$ cat config.mk
export PLATFORM = sky130hd
export DESIGN_NAME = prot_out_ctrl
export DESIGN_NICKNAME = d
export VERILOG_FILES = /design/src/rtl/poc_pkg.sv /design/src/rtl/poc_short_chan.sv /design/src/rtl/poc_therm_latch.sv /design/src/rtl/prot_out_ctrl.sv
export SDC_FILE = /design/constraint.sdc
export NUM_CORES = 1
export LEC_CHECK = 0
export ABC_CLOCK_PERIOD_IN_PS = 3600
export CORE_AREA = 2 2 76 78
export DETAILED_ROUTE_END_ITERATION = 12
export DIE_AREA = 0 0 78 80
export MAX_ROUTING_LAYER = met4
export PLACE_DENSITY_LB_ADDON = 0.08
export SLEW_MARGIN = 20
export SYNTH_ARGS = -nofsm -noshare
export SYNTH_HDL_FRONTEND = slang
export SYNTH_SLANG_ARGS = --single-unit
$ cat constraint.sdc
create_clock -name clk -period 3.6 [get_ports clk]
set_input_delay 0.54 -clock clk [delete_from_list [all_inputs] [get_ports clk]]
set_output_delay 0.54 -clock clk [all_outputs]
set_load 0.1 [all_outputs]
$ cat src/rtl/poc_pkg.sv
package poc_pkg;

    typedef enum logic {
        TH_NORMAL  = 1'b0,
        TH_TRIPPED = 1'b1
    } therm_state_e;

    typedef struct packed {
        logic supply_ok;
        logic thermal_ok;
    } gate_t;

    function automatic logic supplies_ok(input logic pd_n, input logic vdd_ok,
                                         input logic vbat_ok);
        return pd_n & vdd_ok & vbat_ok;
    endfunction

    function automatic int cnt_width(input int limit);
        return (limit < 2) ? 1 : $clog2(limit + 1);
    endfunction

endpackage

$ cat src/rtl/poc_short_chan.sv
module poc_short_chan
    import poc_pkg::*;
#(
    parameter int DEB_CYCLES = 20
) (
    input  logic clk,
    input  logic rst,
    input  logic enabled,
    input  logic short_in,
    input  logic rearm,
    output logic tripped
);
    localparam int CW = cnt_width(DEB_CYCLES);
    localparam logic [CW-1:0] LAST = CW'(DEB_CYCLES - 1);

    logic [CW-1:0] cnt;

    always_ff @(posedge clk) begin
        if (rst) begin
            cnt     <= '0;
            tripped <= 1'b0;
        end else if (rearm) begin
            cnt     <= '0;
            tripped <= 1'b0;
        end else if (enabled && short_in) begin
            if (cnt == LAST) begin
                cnt     <= '0;
                tripped <= 1'b1;
            end else begin
                cnt <= cnt + 1'b1;
            end
        end else begin
            cnt <= '0;
        end
    end
endmodule

$ cat src/rtl/poc_therm_latch.sv
module poc_therm_latch
    import poc_pkg::*;
(
    input  logic         clk,
    input  logic         rst,
    input  logic         over_temp,
    input  logic         frame_ok,
    output therm_state_e state
);
    therm_state_e nxt;

    always_comb begin
        nxt = state;
        if (over_temp)
            nxt = TH_TRIPPED;
        else if (state == TH_TRIPPED && frame_ok)
            nxt = TH_NORMAL;
    end

    always_ff @(posedge clk) begin
        if (rst) state <= TH_NORMAL;
        else     state <= nxt;
    end
endmodule

$ cat src/rtl/prot_out_ctrl.sv
module prot_out_ctrl
    import poc_pkg::*;
#(
    parameter int CH         = 8,
    parameter int DEB_CYCLES = 20
) (
    input  logic          clk,
    input  logic          rst,
    input  logic [CH-1:0] cmd_word,
    input  logic          frame_ok,
    input  logic [CH-1:0] short_gnd,
    input  logic          over_temp,
    input  logic          pd_n,
    input  logic          vdd_ok,
    input  logic          vbat_ok,
    input  logic [CH-1:0] out_level,
    output logic [CH-1:0] drv_en,
    output logic [CH-1:0] diag
);
    logic [CH-1:0] cmd_q;
    logic [CH-1:0] lvl_q;
    logic [CH-1:0] sc_off;
    therm_state_e  th_state;
    logic          therm_tripped;
    gate_t         gate;

    always_ff @(posedge clk) begin
        if (rst) begin
            cmd_q <= '0;
            lvl_q <= '0;
        end else begin
            lvl_q <= out_level;
            if (frame_ok) cmd_q <= cmd_word;
        end
    end

    poc_therm_latch u_therm (
        .clk       (clk),
        .rst       (rst),
        .over_temp (over_temp),
        .frame_ok  (frame_ok),
        .state     (th_state)
    );

    assign therm_tripped   = (th_state == TH_TRIPPED);
    assign gate.supply_ok  = supplies_ok(pd_n, vdd_ok, vbat_ok);
    assign gate.thermal_ok = ~therm_tripped;

    for (genvar i = 0; i < CH; i++) begin : g_chan
        poc_short_chan #(.DEB_CYCLES(DEB_CYCLES)) u_sc (
            .clk      (clk),
            .rst      (rst),
            .enabled  (drv_en[i]),
            .short_in (short_gnd[i]),
            .rearm    (frame_ok),
            .tripped  (sc_off[i])
        );
    end

    assign drv_en = cmd_q & ~sc_off & {CH{gate.supply_ok & gate.thermal_ok}};
    assign diag   = therm_tripped ? ~cmd_q : lvl_q;
endmodule

== Word level (Yosys, flattened, before mapping) ==
Index checks and enable logic that the tools add are counted.

* Bits in registers: 65
* Output and inout bits: 16

* Bitwise logic cells: 16
* Add/sub/neg operators: 8
* Eq/ne operators: 8
* Multiplexer cells: 3
* Reductions and logical operators: 27

{| class="wikitable"
|+ Operators with widths
! kind !! count
|-
| 5-bit by 1-bit adder with 5-bit output (second input constant) || 8
|-
| 5-bit equality test (second input constant) || 8
|-
| 4-bit OR reduction || 8
|-
| 8-bit bitwise AND || 2
|-
| 8-bit NOT || 2
|-
| 2-bit AND reduction || 8
|-
| 1-bit logical AND || 9
|-
| 1-bit NOT || 9
|-
| 8-bit 2-to-1 mux || 1
|-
| 1-bit bitwise AND || 3
|-
| 1-bit 2-to-1 mux || 2
|-
| 2-bit nonzero test || 1
|-
| 2-bit OR reduction || 1
|}

== Depth between registers and ports, before layout ==
* Depth after elaboration: 7
* Mapped depth: 6
* Gate-level depth less buffers: 4

== By module ==
From an unflattened synthesis, not the netlist that was laid out.

* Cells, all modules: 279
* Area total of the unflattened synthesis: 2911.5 sq um

{| class="wikitable"
|+ By module, submodules not included
! module !! instances !! area each (sq um) !! cells each
|-
| poc_short_chan at g_chan[0].u_sc ... || 7 || 272.8 || 26
|-
| prot_out_ctrl || 1 || 695.7 || 68
|-
| poc_short_chan at g_chan[7].u_sc || 1 || 267.8 || 25
|-
| poc_therm_latch || 1 || 38.8 || 4
|}

== Least setup slack after synthesis ==
OpenSTA, ideal clock, no wires.

* Path kind: register -> output
* Start: register u_therm.state
* End: output port diag[0]
* Data required time: 3.060 ns
* Arrival time: 2.150 ns
* Buffers on the path: 1
* Slack: 0.910 ns
* Stages on the path, launching flop included: 3
* Path through: dfxtp_1 -> buf_2 -> mux2i_1

* Word-level cells in the longest chain between the ends: 1

{| class="wikitable"
|+ Ends and longest elaborated chain
! element !! RTL line !! source
|-
| from (decl) || poc_therm_latch.sv:8 || <nowiki>output therm_state_e state</nowiki>
|-
| from (signal assigned) || poc_therm_latch.sv:22 || <nowiki>else state <= nxt;</nowiki>
|-
| 8-bit 2-to-1 mux || prot_out_ctrl.sv:61 || <nowiki>assign diag = therm_tripped ? ~cmd_q : lvl_q;</nowiki>
|-
| to (decl) || prot_out_ctrl.sv:18 || <nowiki>output logic [CH-1:0] diag</nowiki>
|}

No other way between the ends.

== Worst setup path after layout ==
* Start: input port vbat_ok
* End: output port drv_en[6]

* Word-level cells in the longest chain between the ends: 3

{| class="wikitable"
|+ Ends and longest elaborated chain
! element !! RTL line !! source
|-
| from (decl) || prot_out_ctrl.sv:15 || <nowiki>input logic vbat_ok,</nowiki>
|-
| 1-bit bitwise AND || poc_pkg.sv:15 || <nowiki>return pd_n & vdd_ok & vbat_ok;</nowiki>
|-
| 1-bit bitwise AND || prot_out_ctrl.sv:60 || <nowiki>assign drv_en = cmd_q & ~sc_off & {CH{gate.supply_ok & gate.thermal_ok}};</nowiki>
|-
| 8-bit bitwise AND || prot_out_ctrl.sv:60 ||
|-
| to (decl) || prot_out_ctrl.sv:17 || <nowiki>output logic [CH-1:0] drv_en,</nowiki>
|}

No other way between the ends.

==> summary.md <==
| Metric | Value |
|---|---|
| Worst hold path class | flip-flop to flip-flop |
| Register area share after synthesis | 0.490 |
| Global placer's final weighted congestion | 0.777 |
| Rel. slew slack | 0.610 |
| Area delta synth->final | 25.8% |
| DR WL/cell | 12.3 um |
| GRT overflow | 0 |
| Critical Path End Type | primary output |
| FFs w/ async S/R, synth | 0 |
| DP Wirelength | 3440 um |
| Pwr dens | 425 nW/um2 |
| Status | finished, final reports clean |
| Initial antenna violation count | 0 |
| Synth top area share | 0.490 |
| Syn nets | 309 |
| I/O pins | 47 |
| Largest net degree at the start of global routing | 19 |
| R2R Path End | g_chan[3].u_sc.cnt[4]$_SDFF_PP0_ |
| Max IR drop VDD | 0.250 mV |
| R2r setup slk | 1.80 ns |
| Main synth FF type | dfxtp_1 |
| Area contributors post-synth | dfxtp_1, nor2_1, mux2i_1, xor2_1, ha_1 |
| ANT cells | 0 |
| Yosys reg bits | 65 |
| Critical path peak fanout | 16 |
| Clk_lat worst skew | 0.33 ns |
| Cell Area, Synth | 2650 um2 |
| CTS tree | built |
| Final Hold Fails | 0 |
| Clock Sinks | 65 |
| Post-synth EDFFs | 0 |
| Vias in the first global route | 1,849 |
| RSZ-0062 raised after global routing | no |
| Period minus WS final | 2.47 ns |
| TritonCTS buffer count | 9 |
| CP Capture Point | drv_en[6] |
| I/O Buffers | 46 |
| Post-CTS sizing | 0 |
| Final Setup Violations | 0 |
| Worst-path clk slew | 0.07 ns |
| Root Buffer | clkbuf_8 |
| Cell count after synthesis | 270 |
| Layout cells sized above 1 | 0.103 |
| Final ANT Viol Nets | 0 |
| R2r startpoint | u_therm.state$_SDFFE_PP0P_ |
| Total power | 1.42 mW |
| Setup Fix Bufs, Post-CTS | 0 |
| FP Rows | 27 |
| Count of different cell masters after synthesis | 23 |
| Leakage | 1.23 nW |
| CTS max path bufs | 2 |
| Worst Max-Slew Pin Slew | 0.585 ns |
| Fmax | 404 MHz |
| Post-Route WL | 4830 um |
| Period utilisation layout | 0.687 |
| Die width | 78 um |
| DR vias | 1,927 |
| Global Route Usage Sum | 0.175 |
| Max cap viols | 0 |
| First-pass GRT wire length | 8110 um |
| Pre-CTS WS | 1.09 ns |
| Yosys top cell by area | dfxtp_1 |
| Cells after DPL | 376 |
| H-Tree Level Count | 3 |
| Post-layout util | 0.618 |
| Max-slew violation count | 0 |
| WP data arrival | 1.93 ns |
| Crit. Startpoint | vbat_ok |
| Die Span Y | 80 um |
| Mapped Avg Cell Area | 9.83 um2 |
| Final worst slack | 1.13 ns |
| Post-DR vias/cell | 4.93 |
| WS Path Type | input port to primary output |
| Die ar. | 6240 um2 |
| CP Launch Type | input port |
| CP required | 3.06 ns |
| Nets@finish | 354 |
| CTS Hold Bufs | 0 |
| Core ar. | 5410 um2 |
| Initial drt markers | 54 |
| Fin Clk Skew | 0.00571 ns |
| Reg2Reg Depth | 4 |
| Residual DRC | 0 |
| Initial core utilization | 0.491 |
| Drt pass-1 iters | 4 |
| Post-route insts no fill | 391 |
| Fin Setup TNS | 0 ns |
| YS warnings | 0 |
==> cells in the mapped netlist, types with 3 or more instances <==
library cell / number
a41oi_1: 8
buf_4: 8
buf_6: 3
clkbuf_1: 3
dfxtp_1: 65
ha_1: 8
inv_1: 17
mux2i_1: 16
nand3_1: 16
nand3b_1: 8
nor2_1: 57
nor2b_1: 8
nor3b_1: 8
nor4bb_1: 8
or4_1: 7
xnor2_1: 8
xor2_1: 16
==> per-layer routing <==
| layer | routed length (um) | share of wire | global-route usage |
|---|---|---|---|
| met3 | 339 | 0.070 | 0.0577 |
| met5 | 0 | 0 | - |
| met2 | 2020 | 0.42 | 0.255 |
| met1 | 2370 | 0.49 | 0.214 |
| met4 | 102 | 0.021 | 0.100 |
==> area by class of cell <==
type,instances,area [um2]
fillers,484,2070
flip-flops and latches,65,1300
repair buffers,49,543
well taps,72,90.1
inverters,17,63.8
multi-input cells,173,1180
clock buffers,12,145
clock inverters,3,17.5
==> stage by stage <==
step | area, um2 | hold slack (ns)
final | 3340 | 0.446
after global routing | 3340 | 0.473
after CTS | 3340 | 0.449
after detailed placement | 3180 | 0.438
after global placement | 3180 | 0.427
after floorplan | 2650 | 0.418
==> worst min path at each step <==
stage                                startpoint                          endpoint  slack, ns  cells past startpoint
2_1_floorplan  g_chan[1].u_sc.cnt[0]$_SDFF_PP0_  g_chan[1].u_sc.cnt[0]$_SDFF_PP0_       0.42                      1
3_3_place_gp   g_chan[3].u_sc.cnt[0]$_SDFF_PP0_  g_chan[3].u_sc.cnt[0]$_SDFF_PP0_       0.43                      1
3_5_place_dp   g_chan[0].u_sc.cnt[0]$_SDFF_PP0_  g_chan[0].u_sc.cnt[0]$_SDFF_PP0_       0.44                      1
4_1_cts        g_chan[7].u_sc.cnt[0]$_SDFF_PP0_  g_chan[7].u_sc.cnt[0]$_SDFF_PP0_       0.45                      1
5_1_grt        g_chan[7].u_sc.cnt[0]$_SDFF_PP0_  g_chan[7].u_sc.cnt[0]$_SDFF_PP0_       0.47                      1
6_report       g_chan[7].u_sc.cnt[0]$_SDFF_PP0_  g_chan[7].u_sc.cnt[0]$_SDFF_PP0_       0.45                      1
==> sequential cells by signal (all words and copies together), names as in the netlist <==
register / count
g_chan.u_sc.cnt: 40
cmd_q: 8
g_chan.u_sc.tripped: 8
lvl_q: 8
u_therm.state: 1
==> layout by cell type, fill, tap and decap left out, drive strengths merged <==
cell	n
dfxtp	65
nor3b	8
clkdlybuf4s50	30
nand4b	1
a21oi	1
buf	19
a41oi	8
clkbuf	12
or2	1
and4b	1
clkinvlp	1
mux2i	16
nor2	57
inv	17
xnor2	8
nor4bb	8
nand3	16
nand3b	8
xor2	16
nor2b	8
or4	8
clkinv	2
ha	8
==> critical path: stages <==
cell and delay (ns):
clkdlybuf4s50_1 0.47, nand4b_1 0.09, buf_4 0.21, nor3b_1 0.38
buf_12 0.23
==> power breakdown <==
group / switching [mW] / internal, mW / leakage (nW)
clock: 0.250 / 0.263 / 0.0822
sequential: 0.0111 / 0.730 / 0.528
combinational: 0.104 / 0.0621 / 0.624
total: 0.365 / 1.05 / 1.23
==> cell families (layout without fill, tap and decap cells) <==
| kind of cell | after synthesis | in the layout | synth area share |
|---|---|---|---|
| and+or+nand+nor | 116 | 116 | 0.239 |
| DFF | 65 | 65 | 0.490 |
| muxes | 16 | 16 | 0.0603 |
| buffers and inverters | 32 | 81 | 0.0655 |
| adders and majority gates | 8 | 8 | 0.0377 |
| xor gates and xnor gates | 24 | 24 | 0.0792 |
| AOI/OAI and AO/OA | 9 | 9 | 0.0283 |
Power figures use the tool's default switching activity.
